`config.mk`:
```
export PLATFORM = sky130hd
export DESIGN_NAME = ft_sram
export DESIGN_NICKNAME = d
export VERILOG_FILES = /design/src/rtl/ft_sram_pkg.sv /design/src/rtl/ft_sram_ctrl.sv /design/src/rtl/ft_sram_array.sv /design/src/rtl/ft_sram_outmux.sv /design/src/rtl/ft_sram.sv
export SDC_FILE = /design/constraint.sdc
export NUM_CORES = 2
export LEC_CHECK = 0
export BUFFER_PORTS_ARGS = -buffer_cell sky130_fd_sc_hd__buf_2
export CAP_MARGIN = 0
export CORE_MARGIN = 1.5
export CORE_UTILIZATION = 35
export CTS_CLUSTER_SIZE = 16
export DETAILED_ROUTE_END_ITERATION = 8
export PLACE_DENSITY = 0.46
export SYNTH_ARGS = -nofsm -noshare
export SYNTH_HDL_FRONTEND = slang
export SYNTH_HIERARCHICAL = 1
export SYNTH_SLANG_ARGS = --single-unit
```
`constraint.sdc`:
```
create_clock -name clk -period 3.97 [get_ports clk]
set_input_delay 0.1985 -clock clk [delete_from_list [all_inputs] [get_ports clk]]
set_output_delay 0.1985 -clock clk [all_outputs]
set_load 0.005 [all_outputs]
```
`src/rtl/ft_sram_pkg.sv`:
```
package ft_sram_pkg;

    typedef enum logic [1:0] {
        OP_IDLE = 2'd0,
        OP_RD   = 2'd1,
        OP_WR   = 2'd2
    } op_e;

    localparam int STEP_W = 2;

    // Low address bits of the k-th access of a burst
    function automatic logic [STEP_W-1:0] burst_lsb(
        input logic [STEP_W-1:0] base,
        input logic [STEP_W-1:0] step,
        input logic              interleave
    );
        logic [STEP_W-1:0] res;
        if (interleave) begin
            res = base ^ step;
        end else begin
            res = base + step;
        end
        return res;
    endfunction

endpackage

```
`src/rtl/ft_sram_ctrl.sv`:
```
module ft_sram_ctrl
    import ft_sram_pkg::*;
#(
    parameter int AW  = 6,
    parameter int NCS = 3
) (
    input  logic           clk,
    input  logic           rst_n,
    input  logic           cke,
    input  logic           adv,
    input  logic           wr,
    input  logic           ilv,
    input  logic [NCS-1:0] cs,
    input  logic [AW-1:0]  addr,
    output op_e            op,
    output logic [AW-1:0]  acc_addr,
    output logic           ilv_act
);

    typedef struct packed {
        op_e               op;
        logic [AW-1:0]     base;
        logic [STEP_W-1:0] cnt;
        logic              ilv;
    } st_t;

    st_t st_d, st_q;

    always_comb begin
        st_d = st_q;
        if (cke) begin
            if (!adv) begin
                if (&cs) begin
                    st_d.op   = wr ? OP_WR : OP_RD;
                    st_d.base = addr;
                    st_d.cnt  = '0;
                    st_d.ilv  = ilv;
                end else begin
                    st_d.op = OP_IDLE;
                end
            end else if (st_q.op != OP_IDLE) begin
                st_d.cnt = st_q.cnt + STEP_W'(1);
            end
        end
    end

    always_ff @(posedge clk or negedge rst_n) begin
        if (!rst_n) begin
            st_q <= '0;
        end else begin
            st_q <= st_d;
        end
    end

    assign op       = st_q.op;
    assign ilv_act  = st_q.ilv;
    assign acc_addr = {st_q.base[AW-1:STEP_W],
                       burst_lsb(st_q.base[STEP_W-1:0], st_q.cnt, st_q.ilv)};

endmodule

```
`src/rtl/ft_sram_array.sv`:
```
module ft_sram_array #(
    parameter int AW = 6,
    parameter int NB = 4,
    parameter int BW = 8
) (
    input  logic             clk,
    input  logic             wr_en,
    input  logic [AW-1:0]    acc_addr,
    input  logic [NB*BW-1:0] wdata,
    input  logic [NB-1:0]    wbe,
    output logic [NB*BW-1:0] rdata_raw
);

    localparam int DEPTH = 1 << AW;

    for (genvar b = 0; b < NB; b++) begin : g_lane
        logic [BW-1:0] lane_q [DEPTH];

        always_ff @(posedge clk) begin
            if (wr_en && wbe[b]) begin
                lane_q[acc_addr] <= wdata[b*BW +: BW];
            end
        end

        assign rdata_raw[b*BW +: BW] = lane_q[acc_addr];
    end

endmodule

```
`src/rtl/ft_sram_outmux.sv`:
```
module ft_sram_outmux
    import ft_sram_pkg::*;
#(
    parameter int DW = 32
) (
    input  logic          oe,
    input  op_e           op,
    input  logic [DW-1:0] rdata_raw,
    output logic [DW-1:0] rdata,
    output logic          drive_en
);

    always_comb begin
        drive_en = oe && (op == OP_RD);
        rdata    = drive_en ? rdata_raw : '0;
    end

endmodule

```
`src/rtl/ft_sram.sv`:
```
module ft_sram
    import ft_sram_pkg::*;
#(
    parameter int AW = 6,
    parameter int NB = 4,
    parameter int BW = 8
) (
    input  logic             clk,
    input  logic             rst_n,
    input  logic             cke,
    input  logic             cs_a,
    input  logic             cs_b,
    input  logic             cs_c,
    input  logic             wr,
    input  logic             adv,
    input  logic             ilv,
    input  logic [AW-1:0]    addr,
    input  logic [NB*BW-1:0] wdata,
    input  logic [NB-1:0]    wbe,
    input  logic             oe,
    output logic [NB*BW-1:0] rdata,
    output logic             drive_en
);

    localparam int DW  = NB * BW;
    localparam int NCS = 3;

    op_e           op_w;
    logic [AW-1:0] acc_addr_w;
    logic          ilv_w;
    logic [DW-1:0] raw_w;
    logic          wr_en_w;

    ft_sram_ctrl #(.AW(AW), .NCS(NCS)) u_ctrl (
        .clk      (clk),
        .rst_n    (rst_n),
        .cke      (cke),
        .adv      (adv),
        .wr       (wr),
        .ilv      (ilv),
        .cs       ({cs_c, cs_b, cs_a}),
        .addr     (addr),
        .op       (op_w),
        .acc_addr (acc_addr_w),
        .ilv_act  (ilv_w)
    );

    // The data edge of a write commits directly into the array
    assign wr_en_w = cke && (op_w == OP_WR);

    ft_sram_array #(.AW(AW), .NB(NB), .BW(BW)) u_array (
        .clk       (clk),
        .wr_en     (wr_en_w),
        .acc_addr  (acc_addr_w),
        .wdata     (wdata),
        .wbe       (wbe),
        .rdata_raw (raw_w)
    );

    ft_sram_outmux #(.DW(DW)) u_outmux (
        .oe        (oe),
        .op        (op_w),
        .rdata_raw (raw_w),
        .rdata     (rdata),
        .drive_en  (drive_en)
    );

endmodule

```
==> results.toml <==
[run_status]
outcome = "finished with violations"
violations = "setup timing"

[floorplan]
io_pins = 85
dieArea_mm2 = 0.230
die_h_um = 480
rows = 174
die_x_um = 480
initial_core_util = 0.353
core_area_mm2 = 0.226

[synthesis]
synth_area_per_cell_um2 = 17.7
synth_top_cell_by_area = "edfxtp_1"
yosysMostFrequentCell = "edfxtp_1"
synth_compound_area_frac = 0.0959
synth_xor_area_frac = 0.000220
synthMuxAreaShare = 0.0693
synth_area_mm2 = 0.0796
async_reset_ff_frac = 0.00534
synthAdderAreaFrac = 0.000157
ys_types = 60
synth_top_family_by_area = "compound AO/OA/AOI/OAI gates"
yosys-top-cells-area = "edfxtp_1 77%, mux4_2 3.5%, a22oi_1 3.1%, mux2i_1 2.1%, a221oi_1 2.0%"
synth_flop_cell = "edfxtp_1"
synth_edf_count = 2048
yosysTopAreaCellShare = 0.772
ys_seq_elements = 2059
seq_area_frac_synth = 0.776
synthesis.nets = 4565
synth_common_cells = "2048 x edfxtp_1, 401 x nor2_1, 331 x a22oi_1"
postSynthCellCount = 4512
synth-simple-area-share = 0.0385
yosysWarnings = 6

[worst_setup_path]
worstSetupEndpointType = "output port"
required_ns = 3.77
arrival_ns = 4.55
cp-start-kind = "flop"
r2r_start = "u_ctrl/st_q[1]$_DFFE_PN0P_"
r2r_slack_ns = 0.09
crit_fanout = 12
path_class = "flop to output port"
reg2reg_depth = 17
rr_endpoint = "u_array/g_lane[3].lane_q[33][0]$_DFFE_PP_"

[min_path]
whs_endpoint = "u_array/g_lane[2].lane_q[18][7]$_DFFE_PP_"
hp-class = "input port to flop"
whs_path_depth = 1
min_from = "wdata[23]"

[placed_design]
place_congestion = 0.856
dp_cells = 8018
port_buffers = 84
dp_slack_ns = -0.251
place.detailed.hpwl_mm = 179
place_area_mm2 = 0.0892

[route]
avgViaCountPerCell = 5.61
wl_mm = 276
dr.pass1.iters = 6
ant_nets = 0
drt_first_iter_violations = 5240
wl_per_cell_um = 32.1
vias = 48347
drc = 0

[power_and_ir_drop]
pwr-share-comb = 0.357
power.density_mw_per_mm2 = 670
switching_share = 0.328
irDropWorstVdd_v = 0.000615
internal_power_w = 0.0453
p_leak_nw = 33.3
clkPwrFrac = 0.288
p_switching_w = 0.0221
p_seq_frac = 0.356

[grt]
globalRouteMet2Util = 0.377
busiest_layer = "met2"
use_met1 = 0.333
gr-usage-met3 = 0.0378
overflow = 0
grt_pass1_vias = 47830
antenna_found_initial = 32
grt_max_degree = 65
grt.total_usage = 0.237
grt_pass1_wl_mm = 384

[timing]
clock.fmax_mhz = 211
rsz0062_at_grt = "yes"
tightest_slew_ns = 1.36
finalClockSkew_ns = 0.0353
fin_ws_ns = -0.780
relSlewSlack = 0.0940
period_needed_ns = 4.75
setup_viol = 32
finalHoldViolCount = 0
finalCritPeriodShare = 1.20
finalMaxSlewViolations = 0

[clocking]
cts_tree = "done"
clk_pin_slew_ns = 0.06
cts_root_buffer = "clkbuf_16"
clk_latency_ns = 0.89
cts_sinks = 2059
htreeDepth = 4
cts_buffers = 214
cts_buffer_depth = 3

[cells_and_area]
fin_area_mm2 = 0.101
fin_util = 0.446
nets = 5465
syn2layout_area_growth_pct = 26.4
drive_above_1_share = 0.332
final_cells = 8611
fill_cells = 19865

[job]
cap_violations = 0
==> final cells by class <==
cell class / instances / area (µm²) / share of cell area
clock buffers: 273 / 5700 / 0.0567
flip-flops and latches: 2059 / 61800 / 0.614
well taps: 2992 / 3740 / 0.0372
repair buffers: 1028 / 9930 / 0.0987
diodes: 23 / 57.6 / 0.000572
multi-input cells: 2105 / 18400 / 0.183
clock inverters: 127 / 963 / 0.00957
inverters: 4 / 25.0 / 0.000249
==> kinds of logic after synthesis <==
family / Yosys count
muxes: 378
DFF: 2059
adders and majority gates: 1
and+or+nand+nor: 672
AOI/OAI and AO/OA: 1050
buffers and inverters: 350
xor gates and xnor gates: 2
==> critical path, cell delays in order, from the launching register on <==
cell,delay [ns]
dfrtp_1,0.41
ha_4,0.17
nor2b_4,0.12
xnor2_2,0.13
buf_6,0.14
buf_12,0.15
buf_4,0.15
buf_8,0.12
inv_4,0.06
buf_12,0.19
buf_12,0.19
nor2_4,0.06
o31ai_2,0.28
buf_4,0.16
nand4_1,0.14
or4_4,0.64
and4b_1,0.27
buf_12,0.14
buf_6,0.11
==> per-layer routing <==
metal	up-vias	share of wire
li1	20503	-
met1	25734	0.44
met2	1761	0.47
met3	341	0.061
met4	8	0.027
met5	-	0.00020
==> state kept, by name, summed over array words and instances (netlist names) <==
signal                 cells
u_ctrl/op                  2
u_ctrl/ilv_act             1
u_ctrl/acc_addr            4
u_array/g_lane.lane_q   2048
u_ctrl/st_q                4
==> power groups by stage <==
| stage | combinational, W | clock, W | sequential, W |
|---|---|---|---|
| 2_1_floorplan | 0.00898 | 0 | 0.0244 |
| 3_3_place_gp | 0.0192 | 0 | 0.0244 |
| 3_5_place_dp | 0.0192 | 0 | 0.0245 |
| 4_1_cts | 0.0233 | 0.0197 | 0.0240 |
| 5_1_grt | 0.0248 | 0.0205 | 0.0240 |
| 6_report | 0.0240 | 0.0194 | 0.0240 |
==> worst max path at each step <==
stage	from	cells past startpoint	slack, ns	to
finish	u_ctrl/st_q[1]$_DFFE_PN0P_	18	-0.78	rdata[26]
global route	u_ctrl/st_q[1]$_DFFE_PN0P_	15	-0.85	rdata[20]
CTS	u_ctrl/st_q[3]$_DFFE_PN0P_	17	-0.81	rdata[26]
detailed placement	u_ctrl/st_q[1]$_DFFE_PN0P_	12	-0.25	rdata[16]
global placement	u_ctrl/st_q[1]$_DFFE_PN0P_	12	-0.31	rdata[16]
floorplan	u_ctrl/st_q[1]$_DFFE_PN0P_	13	0.75	rdata[12]
==> stage by stage <==
stage               power (W)  setup TNS (ns)  hold slack [ns]
floorplan              0.0334               0          -0.0971
global route           0.0693          -23.81           0.0681
CTS                    0.0671          -22.92           0.0115
detailed placement     0.0437           -1.99           0.0882
finish                 0.0674          -20.44           0.0337
global placement       0.0437           -1.93           0.0900
==> cells in the final DEF, fill, tap and decap left out, types with 15 or more instances in the layout <==
master,netlist,layout
a211oi_1,31,17
a21oi_1,81,69
a221o_1,17,17
a221oi_1,179,106
a221oi_2,0,60
a222oi_1,15,15
a22o_1,31,31
a22oi_1,331,256
a22oi_2,0,75
and4b_1,32,29
buf_12,0,116
buf_16,0,16
buf_2,87,78
buf_4,23,700
buf_6,14,48
buf_8,0,17
clkbuf_1,186,53
clkbuf_16,0,224
clkinv_1,0,61
clkinv_2,0,36
diode_2,0,23
dlygate4sd3_1,0,43
edfxtp_1,2048,2048
mux2_2,63,63
mux2_4,19,19
mux2i_1,171,168
mux4_2,125,125
nand2_1,106,100
nand3_1,17,16
nand4_1,16,16
nor2_1,401,371
nor2_2,0,20
o21ai_0,73,33
o21ai_1,0,29
o22ai_1,213,172
o22ai_2,0,37
o31ai_2,0,15
or4_4,0,28
==> repair_timing <==
item | 4_1_cts | 5_1_grt
endpoints found under the setup margin | 35 | 75
endpoints found under the hold margin | 438 | 0
hold buffers | 43 | 0
gates cloned | 22 | 2
setup buffers | 98 | 29
pin swaps | 144 | 84
gates resized for setup | 457 | 120
No activity file was read; power rests on OpenSTA's default activity.
